==> src/rtl/dbg_cmd_pkg.sv <==
package dbg_cmd_pkg;

  localparam logic [7:0] OP_BG       = 8'h90;
  localparam logic [7:0] OP_HS_ON    = 8'hD5;
  localparam logic [7:0] OP_HS_OFF   = 8'hD6;
  localparam logic [7:0] OP_RDB_MAP  = 8'hE4;
  localparam logic [7:0] OP_RDW_MAP  = 8'hEC;
  localparam logic [7:0] OP_RDB_APP  = 8'hE0;
  localparam logic [7:0] OP_RDW_APP  = 8'hE8;
  localparam logic [7:0] OP_WRB_MAP  = 8'hC4;

  typedef enum logic [2:0] {
    K_NONE,
    K_READ,
    K_WRITE,
    K_BGND,
    K_HS_ON,
    K_HS_OFF
  } cmd_kind_e;

  typedef struct packed {
    cmd_kind_e kind;
    logic      is_byte;
    logic      dbg_map;
  } cmd_dec_t;

  typedef enum logic [1:0] {
    ST_IDLE,
    ST_BUS,
    ST_BG
  } exec_st_e;

endpackage

==> src/rtl/dbg_cmd_decode.sv <==
module dbg_cmd_decode
  import dbg_cmd_pkg::*;
#(
  parameter int OP_W = 8
) (
  input  logic [OP_W-1:0] op,
  output cmd_dec_t        dec
);

  always_comb begin
    dec = '{kind: K_NONE, is_byte: 1'b0, dbg_map: 1'b0};
    case (op)
      OP_RDB_MAP: dec = '{kind: K_READ,   is_byte: 1'b1, dbg_map: 1'b1};
      OP_RDW_MAP: dec = '{kind: K_READ,   is_byte: 1'b0, dbg_map: 1'b1};
      OP_RDB_APP: dec = '{kind: K_READ,   is_byte: 1'b1, dbg_map: 1'b0};
      OP_RDW_APP: dec = '{kind: K_READ,   is_byte: 1'b0, dbg_map: 1'b0};
      OP_WRB_MAP: dec = '{kind: K_WRITE,  is_byte: 1'b1, dbg_map: 1'b1};
      OP_BG:      dec = '{kind: K_BGND,   is_byte: 1'b0, dbg_map: 1'b0};
      OP_HS_ON:   dec = '{kind: K_HS_ON,  is_byte: 1'b0, dbg_map: 1'b0};
      OP_HS_OFF:  dec = '{kind: K_HS_OFF, is_byte: 1'b0, dbg_map: 1'b0};
      default:    dec = '{kind: K_NONE,   is_byte: 1'b0, dbg_map: 1'b0};
    endcase
  end

endmodule

==> src/rtl/dbg_be_gen.sv <==
module dbg_be_gen #(
  parameter int DATA_W = 16,
  localparam int LANES = DATA_W / 8,
  localparam int LO_W  = (LANES > 1) ? $clog2(LANES) : 1
) (
  input  logic [LO_W-1:0]  addr_lo,
  input  logic             is_byte,
  output logic [LANES-1:0] be,
  output logic             misaligned
);

  // Lowest address byte rides on the most significant lane.
  for (genvar l = 0; l < LANES; l++) begin : g_lane
    localparam int OFFS = LANES - 1 - l;
    assign be[l] = !is_byte || (addr_lo == LO_W'(OFFS));
  end

  assign misaligned = !is_byte && (addr_lo != '0);

endmodule

==> src/rtl/dbg_rd_steer.sv <==
module dbg_rd_steer #(
  parameter int DATA_W = 16,
  localparam int LANES = DATA_W / 8,
  localparam int LO_W  = (LANES > 1) ? $clog2(LANES) : 1
) (
  input  logic [LO_W-1:0]   addr_lo,
  input  logic              is_byte,
  input  logic [DATA_W-1:0] din,
  output logic [DATA_W-1:0] dout
);

  for (genvar l = 0; l < LANES; l++) begin : g_lane
    localparam int OFFS = LANES - 1 - l;
    logic keep;
    assign keep = !is_byte || (addr_lo == LO_W'(OFFS));
    assign dout[l*8 +: 8] = keep ? din[l*8 +: 8] : 8'h00;
  end

endmodule

==> src/rtl/dbg_hs_flag.sv <==
module dbg_hs_flag (
  input  logic clk,
  input  logic rst,
  input  logic set_en,
  input  logic clr_en,
  output logic hs_en
);

  always_ff @(posedge clk) begin
    if (rst)         hs_en <= 1'b0;
    else if (clr_en) hs_en <= 1'b0;
    else if (set_en) hs_en <= 1'b1;
  end

endmodule

==> src/rtl/dbg_cmd_exec.sv <==
module dbg_cmd_exec
  import dbg_cmd_pkg::*;
#(
  parameter int OP_W   = 8,
  parameter int ADDR_W = 16,
  parameter int DATA_W = 16,
  localparam int LANES = DATA_W / 8,
  localparam int LO_W  = (LANES > 1) ? $clog2(LANES) : 1
) (
  input  logic              clk,
  input  logic              rst,
  input  logic              cmd_valid,
  input  logic [OP_W-1:0]   cmd_op,
  input  logic [ADDR_W-1:0] cmd_addr,
  input  logic [DATA_W-1:0] cmd_wdata,
  input  logic              fw_enable,
  input  logic              bg_entered,
  output logic              busy,
  output logic              bus_req,
  output logic              bus_we,
  output logic              bus_dbg_sel,
  output logic [ADDR_W-1:0] bus_addr,
  output logic [DATA_W-1:0] bus_wdata,
  output logic [LANES-1:0]  bus_be,
  input  logic              bus_gnt,
  input  logic [DATA_W-1:0] bus_rdata,
  output logic              rsp_valid,
  output logic [DATA_W-1:0] rsp_data,
  output logic              ack,
  output logic              align_err,
  output logic              bg_req
);

  exec_st_e         st;
  cmd_dec_t         dec;
  logic             take;
  logic [LANES-1:0] be_new;
  logic             misal;
  logic             hs_en;
  logic             pend_byte;
  logic [LO_W-1:0]  pend_lo;
  logic [DATA_W-1:0] steered;

  assign take = cmd_valid && (st == ST_IDLE);
  assign busy = (st != ST_IDLE);

  dbg_cmd_decode #(.OP_W(OP_W)) u_dec (
    .op  (cmd_op),
    .dec (dec)
  );

  dbg_be_gen #(.DATA_W(DATA_W)) u_be (
    .addr_lo    (cmd_addr[LO_W-1:0]),
    .is_byte    (dec.is_byte),
    .be         (be_new),
    .misaligned (misal)
  );

  dbg_rd_steer #(.DATA_W(DATA_W)) u_steer (
    .addr_lo (pend_lo),
    .is_byte (pend_byte),
    .din     (bus_rdata),
    .dout    (steered)
  );

  dbg_hs_flag u_hs (
    .clk    (clk),
    .rst    (rst),
    .set_en (take && dec.kind == K_HS_ON),
    .clr_en (take && dec.kind == K_HS_OFF),
    .hs_en  (hs_en)
  );

  always_ff @(posedge clk) begin
    if (rst) begin
      st          <= ST_IDLE;
      bus_req     <= 1'b0;
      bus_we      <= 1'b0;
      bus_dbg_sel <= 1'b0;
      bus_addr    <= '0;
      bus_wdata   <= '0;
      bus_be      <= '0;
      rsp_valid   <= 1'b0;
      rsp_data    <= '0;
      ack         <= 1'b0;
      align_err   <= 1'b0;
      bg_req      <= 1'b0;
      pend_byte   <= 1'b0;
      pend_lo     <= '0;
    end else begin
      rsp_valid <= 1'b0;
      ack       <= 1'b0;
      align_err <= 1'b0;
      case (st)
        ST_IDLE: begin
          if (take) begin
            case (dec.kind)
              K_READ, K_WRITE: begin
                if (misal) begin
                  align_err <= 1'b1;
                end else begin
                  bus_req     <= 1'b1;
                  bus_we      <= (dec.kind == K_WRITE);
                  bus_dbg_sel <= dec.dbg_map;
                  bus_addr    <= cmd_addr;
                  bus_wdata   <= cmd_wdata;
                  bus_be      <= be_new;
                  pend_byte   <= dec.is_byte;
                  pend_lo     <= cmd_addr[LO_W-1:0];
                  st          <= ST_BUS;
                end
              end
              K_BGND: begin
                if (fw_enable) begin
                  bg_req <= 1'b1;
                  st     <= ST_BG;
                end
              end
              K_HS_ON:  ack <= 1'b1;
              default:  ;
            endcase
          end
        end
        ST_BUS: begin
          if (bus_gnt) begin
            bus_req     <= 1'b0;
            bus_dbg_sel <= 1'b0;
            bus_we      <= 1'b0;
            rsp_valid   <= !bus_we;
            if (!bus_we) rsp_data <= steered;
            ack         <= hs_en;
            st          <= ST_IDLE;
          end
        end
        ST_BG: begin
          if (bg_entered) begin
            bg_req <= 1'b0;
            ack    <= hs_en;
            st     <= ST_IDLE;
          end
        end
        default: st <= ST_IDLE;
      endcase
    end
  end


  bus_hold_chk: assert property (@(posedge clk) disable iff (rst)
    bus_req && !bus_gnt |=> bus_req && $stable(bus_addr));


  ack_pulse_chk: assert property (@(posedge clk) disable iff (rst)
    ack |=> !ack);


  ack_gated_chk: assert property (@(posedge clk) disable iff (rst)
    $rose(ack) |-> $past(hs_en) || hs_en);


  err_quiet_chk: assert property (@(posedge clk) disable iff (rst)
    align_err |-> !ack && !rsp_valid && !bus_req);


  bg_hold_chk: assert property (@(posedge clk) disable iff (rst)
    bg_req && !bg_entered |=> bg_req);


  rsp_after_gnt_chk: assert property (@(posedge clk) disable iff (rst)
    rsp_valid |-> $past(bus_req) && $past(bus_gnt));


  sel_only_bus_chk: assert property (@(posedge clk) disable iff (rst)
    bus_dbg_sel |-> bus_req);

endmodule

==> config.mk <==
export PLATFORM = sky130hd
export DESIGN_NAME = dbg_cmd_exec
export DESIGN_NICKNAME = d
export VERILOG_FILES = /design/src/rtl/dbg_cmd_pkg.sv /design/src/rtl/dbg_cmd_decode.sv /design/src/rtl/dbg_be_gen.sv /design/src/rtl/dbg_rd_steer.sv /design/src/rtl/dbg_hs_flag.sv /design/src/rtl/dbg_cmd_exec.sv
export SDC_FILE = /design/constraint.sdc
export NUM_CORES = 1
export LEC_CHECK = 0
export BUFFER_PORTS_ARGS = -buffer_cell sky130_fd_sc_hd__buf_4
export CORE_MARGIN = 2
export CORE_UTILIZATION = 46
export CTS_CLUSTER_SIZE = 40
export DETAILED_ROUTE_END_ITERATION = 6
export PLACE_DENSITY = 0.9
export SLEW_MARGIN = 20
export SYNTH_ARGS = -nofsm -noshare
export SYNTH_HDL_FRONTEND = slang
export SYNTH_SLANG_ARGS = --single-unit
==> constraint.sdc <==
create_clock -name clk -period 2 [get_ports clk]
set_input_delay 0 -clock clk [delete_from_list [all_inputs] [get_ports clk]]
set_output_delay 0 -clock clk [all_outputs]
set_load 0.01 [all_outputs]
==> impl_results.md, run 1 <==
* Syn_area_per_cell at 9.143 um^2
* Port Buf Inserts at 119
* Top fanout value on the critical path at 6
* Synth Cell Area at 0.002615 mm^2
* Root Driver: clkbuf_8
* Clock Latency Late Sink at 340 ps
* Routed WL per cell at 16.42 um
* VDD IR max at 432.0 uV
* Fmax at 531.6 MHz
* Max_cap viols at 0
* Largest net degree at the start of global routing at 45
* Syn Nets at 352
* CP endpoint kind: flop
* CTS tree: built
* DR vias at 2,967
* Flop pwr share at 47.4%
* Switching power share of the total at 24.00%
* Max incr delay on CP at 510 ps
* Core area at 0.005507 mm^2
* # rows at 27
* DR iter-0 viols at 229
* Worst Path Required at 2280 ps
* Max Clock Skew at 13.40 ps
* Final GP Congestion at 0.8530
* Clock share of power at 41.0%
* Final Hold Vio Count at 0
* P_int at 1973 uW
* Initial antenna violation count at 0
* Unrepaired setup endpoints after global routing: false
* CP Data Arrival Time at 2160 ps
* Register area share after synthesis at 46.70%
* Worst-margin pin slew at 741.4 ps
* Avg Vias per Cell at 5.588
* Synth cell count leaders: dfxtp_1, a21oi_1, nand3_1, o211ai_1, a22o_1
* Nets at 520
* Slew HR at 50.41%
* Net switching power at 623.2 uW
* WS Path Type: flop to flop
* Post-route setup TNS at 0 ps
* Netlist cell types at 45
* Period utilization at 94.05%
* Clock tree buffer depth at 2
* Post-route DRC at 0
* Worst-path cell chain: inv_1 -> ha_1 -> and2_1 -> nand4_1 -> a2111oi_1 -> a31o_2
* Slowest stage cell, crit path: a2111oi_1
* H-tree levels at 3
* Clock tree sinks at 61
* PwrDens at 605.4 mW/mm^2
* Leak at 0.001825 uW
* Dominant synthesized flop cell: dfxtp_1
* Outcome: complete, no violations
* Wire length of the first global-routing pass at 13,410 um
* Finish-stage setup viols at 0
* Count leader, synth: dfxtp_1
* Crit path time final at 1881 ps
* Pins Over Slew Limit at 0
* DR pass1 iterations at 4
* Cell taking the most area after synthesis: dfxtp_1
* Startpoint Class: flop
* Layout cells sized above 1 at 33.99%
* ANT nets after route at 0
* IO Count at 120
* Worst Hold Class: input pin to flop
* Number of global-route vias before repair at 2,921
* Layout area overhead at 64.02%
* Yosys reg bits at 61
* Congestion Overflow GR at 0
* Cells after synthesis at 286
* Post-synth top area share at 46.70%
* EDFF count, synth at 0
* # diodes at 0
* Total Power at 2597 uW
* Delay-heaviest family, CP: compound AO/OA/AOI/OAI gates
* Combinational power share at 11.6%
* Die height at 79.40 um
* Die area at 0.006304 mm^2
* Buf/Inv on CP at 1
* Initial core utilization at 47.49%
* Die W at 79.40 um
* Largest cells by area after synthesis: dfxtp_1, o211ai_1, a21oi_1, nand3_1, a22o_1
* Total GRT Usage at 27.39%
* Clk slew on worst S/H paths at 70 ps
* Synth warnings at 0
* Synth async-reset ratio at 0%
* Detailed Place HPWL at 5379 um
* Total CTS buffers at 9
* Total Wirelength at 8717 um
## layout make-up
| class | count | area (um^2) |
|---|---|---|
| Multi-Input combinational cell | 187 | 1242 |
| Inverter | 12 | 45.04 |
| Clock buffer | 10 | 127.6 |
| Sequential cell | 61 | 1221 |
| Clock inverter | 6 | 63.81 |
| Fill cell | 370 | 1217 |
| Timing Repair Buffer | 183 | 1499 |
| Tap cell | 72 | 90.09 |
## power by group through the flow
stage               logic, uW  clock network, uW  registers [uW]
finish                    300               1070            1230
CTS                       293               1070            1230
detailed placement        213                  0            1260
global placement          211                  0            1260
global route              320               1140            1230
floorplan                69.7                  0            1260
## cells by family after synthesis
family	share of synthesized area [%]
compound gates	29.71
fa+ha+maj	1.914
buf+inv	6.076
flops	46.70
simple gates	15.60
## routing by layer
| layer | global-route usage [%] | share of wire (%) | vias up |
|---|---|---|---|
| met1 | 30.71 | 40 | 1376 |
| met4 | 12.76 | 2.4 | 0 |
| li1 | - | - | 1423 |
| met3 | 6.561 | 7.5 | 21 |
| met2 | 48.81 | 50 | 147 |
| met5 | 0 | 0 | - |
## timing repair
item / in CTS / in global routing
hold buffers: 50 / 0
endpoints found under the hold margin: 50 / 0
setup buffers: 0 / 0
endpoints found under the setup margin: 0 / 1
gates resized for setup: 0 / 1
## stage by stage
| stage | hold slack [ps] | utilization [%] | area [um^2] | instances | setup WS, ps |
|---|---|---|---|---|---|
| floorplan | 125.7 | - | 2615 | 286 | 217.4 |
| global placement | 213.4 | 65.19 | 3590 | 465 | 101.9 |
| detailed placement | 216.2 | 65.30 | 3596 | 465 | 142.8 |
| CTS | 53.43 | 77.87 | 4288 | 531 | 85.02 |
| global route | 70.94 | 77.89 | 4289 | 531 | 13.05 |
| finish | 64.92 | 77.89 | 4289 | 531 | 119.0 |
## sequential cells by signal, indices dropped and copies added, names as in the netlist, 2 cells and up
| register | flops |
|---|---|
| bus_addr | 16 |
| bus_be | 2 |
| st | 2 |
| rsp_data | 16 |
| bus_wdata | 16 |
## tightest hold or removal path, stage by stage
cell,delay (ps)
buf_4,130
inv_1,50
o41ai_1,70
a21oi_1,100
## layout by cell type, fill, tap and decap left out, types with 2 or more instances in the layout
cell,netlist,layout
nand3_1,33,33
a211oi_1,2,2
a22o_1,16,16
o21ai_0,5,5
nand2_1,8,8
ha_1,4,4
nand4_1,3,3
dfxtp_1,61,61
and3_1,5,5
and2_1,2,2
a31oi_1,4,3
nand2b_1,2,2
buf_4,1,133
clkinv_2,0,2
inv_1,12,12
a32o_1,2,2
a21oi_1,37,37
a31o_2,2,2
nor2_1,5,5
clkbuf_8,0,9
nor4b_2,2,2
o2111ai_1,2,2
clkinvlp_4,0,2
o211ai_1,32,32
dlygate4sd3_1,0,50
## path summary, 6_finish.rpt
| kind | slack, ps | end | start | cells past startpoint |
|---|---|---|---|---|
| worst min-delay path | 60 | u_hs.hs_en | cmd_op[1] | 4 |
| worst max register to register | 120 | bus_dbg_sel | st[0] | 6 |
| worst max-delay path | 120 | bus_dbg_sel | st[0] | 6 |
| worst min register to register | 470 | bus_addr[15] | bus_addr[15] | 2 |
(Power assumes the default switching activity.)
==> run 2, diff against run 1 <==
Settings changed: CORE_MARGIN 2 to not set, RECOVER_POWER set to 50.
==> run 2 against run 1 <==
Cell count shrank 0.19%. Wire length grew 1.3%. Non-clock buffer count shrank 2. Clock power is essentially flat. Register-to-register slack is essentially flat. Critical endpoint is now bus_be[0]. Sequential power is essentially flat.
==> impl_results.md, run 2 (same netlist as run 1, synthesis figures left out) <==
* CP Data Arrival Time at 2120 ps (-40 ps)
* CP endpoint kind: flop
* Layout cells sized above 1 at 21.44% (-13 points)
* Clock Latency Late Sink at 340 ps (about the same)
* DR vias at 3,029 (+2.1%)
* Post-route DRC at 0 (unchanged)
* Hold Path Depth at 4 (unchanged)
* Die area at 0.005990 mm^2 (-5.0%)
* Initial antenna violation count at 0 (unchanged)
* Fmax at 529.5 MHz (-0.40%)
* Nets at 518 (-0.38%)
* Initial core utilization at 47.49% (unchanged)
* Pins Over Slew Limit at 0 (unchanged)
* Number of global-route vias before repair at 3,014 (+3.2%)
* Layout area overhead at 55.84%
* R2R Path Start: st[1]
* Final GP Congestion at 0.8467 (-0.74%)
* ANT nets after route at 0 (unchanged)
* Leak at 0.001577 uW (-14%)
* # rows at 27 (unchanged)
* Total CTS buffers at 9 (unchanged)
* Max_cap viols at 0 (unchanged)
* H-tree levels at 3 (unchanged)
* Most frequent cells in the layout: buf_4, dfxtp_1, clkbuf_1, dlygate4sd3_1, a21oi_1
* Top flop regs: bus_addr (16), bus_wdata (16), rsp_data (16)
* Worst-margin pin slew at 784.3 ps (+42.87 ps)
* Hold WS at 57.14 ps (-7.781 ps)
* Detailed Place HPWL at 5331 um (-0.89%)
* Util after Layout at 74.01% (-3.9 points)
* Slew HR at 47.55% (-2.9 points)
* Unrepaired setup endpoints after global routing: false
* Root Driver: clkbuf_8
* Worst R2R Setup Slack at 110 ps (about the same)
* Met1 Wirelength at 3399 um (-2.9%)
* Routed WL per cell at 16.67 um (+1.5%)
* Startpoint Class: flop
* PwrDens at 638.3 mW/mm^2 (+5.4%)
* Largest net degree at the start of global routing at 45 (unchanged)
* IO Count at 120 (unchanged)
* Total GRT Usage at 29.93% (+2.5 points)
* Top fanout value on the critical path at 35 (+29)
* Wire length of the first global-routing pass at 13,930 um (+3.9%)
* Clk slew on worst S/H paths at 70 ps (about the same)
* Routed wl met2 at 4481 um (+2.9%)
* Period utilization at 94.43% (+0.38 points)
* Outcome: complete, no violations
* WS Path Type: flop to flop
* Port Buf Inserts at 119 (unchanged)
* HP Start: cmd_op[1]
* Post-route setup TNS at 0 ps (unchanged)
* Worst Hold Class: input pin to flop
* CTS tree: built
* Max Clock Skew at 7.256 ps (-6.147 ps)
* PnR worst setup slack at 111.4 ps (-7.632 ps)
* Avg Vias per Cell at 5.715 (+2.3%)
* Congestion Overflow GR at 0 (unchanged)
* Most common cell after layout, fill and taps aside: buf_4
* Final instance area at 0.004075 mm^2 (-5.0%)
* Total Wirelength at 8834 um (+1.3%)
* DR WL met3 at 633 um (-2.6%)
* Clock tree buffer depth at 2 (unchanged)
* Crit path time final at 1889 ps (+7.632 ps)
* VDD IR max at 442.3 uV (+2.4%)
* DR iter-0 viols at 210 (-8.3%)
* Worst Path Required at 2240 ps (-40 ps)
* Clock tree sinks at 61 (unchanged)
* Dpl cell area at 0.003581 mm^2 (-0.42%)
* Finish-stage setup viols at 0 (unchanged)
* Core area at 0.005507 mm^2 (unchanged)
* Final Hold Vio Count at 0 (unchanged)
* Max layer used: met4
* Place WS at 1.978 ps (-140.8 ps)
* Die W at 77.40 um (-2.5%)
* Cells on worst reg2reg path at 6 (unchanged)
* Reg2reg end: bus_be[0]
* DR pass1 iterations at 5 (+1)
* Hold EP: u_hs.hs_en
* Die height at 77.40 um (-2.5%)
-- run 2: cell types whose count changed in the layout (fill, tap and decap cells not counted), sizes merged --
| cell | delta |
|---|---|
| buf | -59 |
| clkbuf | +59 |
| clkinv | -1 |
| clkinvlp | -1 |
| diode | +1 |
-- run 2: worst max path at each step --
stage                     startpoint  cells after the start      endpoint  slack [ps]
after floorplan                st[1]                      8   bus_dbg_sel         220
after global placement         st[1]                      4  rsp_data[11]          90
after detailed placement       st[1]                      6     bus_be[0]           2
after CTS                      st[1]                      6   bus_dbg_sel          20
after global routing           st[1]                      6     bus_be[0]          20
final                          st[1]                      6     bus_be[0]         110
-- run 2: final cells by class --
| type | instances | area [um^2] |
|---|---|---|
| fillers | 468 | 1431 |
| multi-input cells | 187 | 1250 |
| repair buffers | 181 | 1274 |
| well taps | 72 | 90.09 |
| flip-flops and latches | 61 | 1221 |
| diodes | 1 | 2.502 |
| clock buffers | 12 | 145.1 |
| inverters | 12 | 45.04 |
| clock inverters | 4 | 47.55 |
-- run 2: timing repair --
item                       in CTS  in global routing
buffers inserted                0                  0
setup endpoints to repair       3                  4
hold endpoints to repair       50                  0
resized for setup               2                  2
hold buffers                   50                  0
-- run 2: through the flow --
step                power (uW)  cells
global placement          1466    463
detailed placement        1471    463
CTS                       2614    529
global route              2709    529
finish                    2601    530
floorplan                 1331    286
-- run 2: routing by layer --
metal	GRT usage, %	up-vias
met4	16.98	0
met3	7.765	34
met2	54.69	158
met5	0	-
met1	30.68	1416
li1	-	1421
-- run 2: where the power goes --
| group | internal [uW] | switching (uW) | total (uW) |
|---|---|---|---|
| clock network | 606 | 471 | 1080 |
| logic | 169 | 124 | 293 |
| registers | 1220 | 7.61 | 1230 |
| total | 2000 | 602 | 2600 |
-- run 2: worst max-delay path, cell delays in order, from the launching register on --
cell	delay, ps
dfxtp_1	340
inv_1	150
ha_2	300
and2_1	220
buf_6	270
o21ai_0	220
o221a_2	290
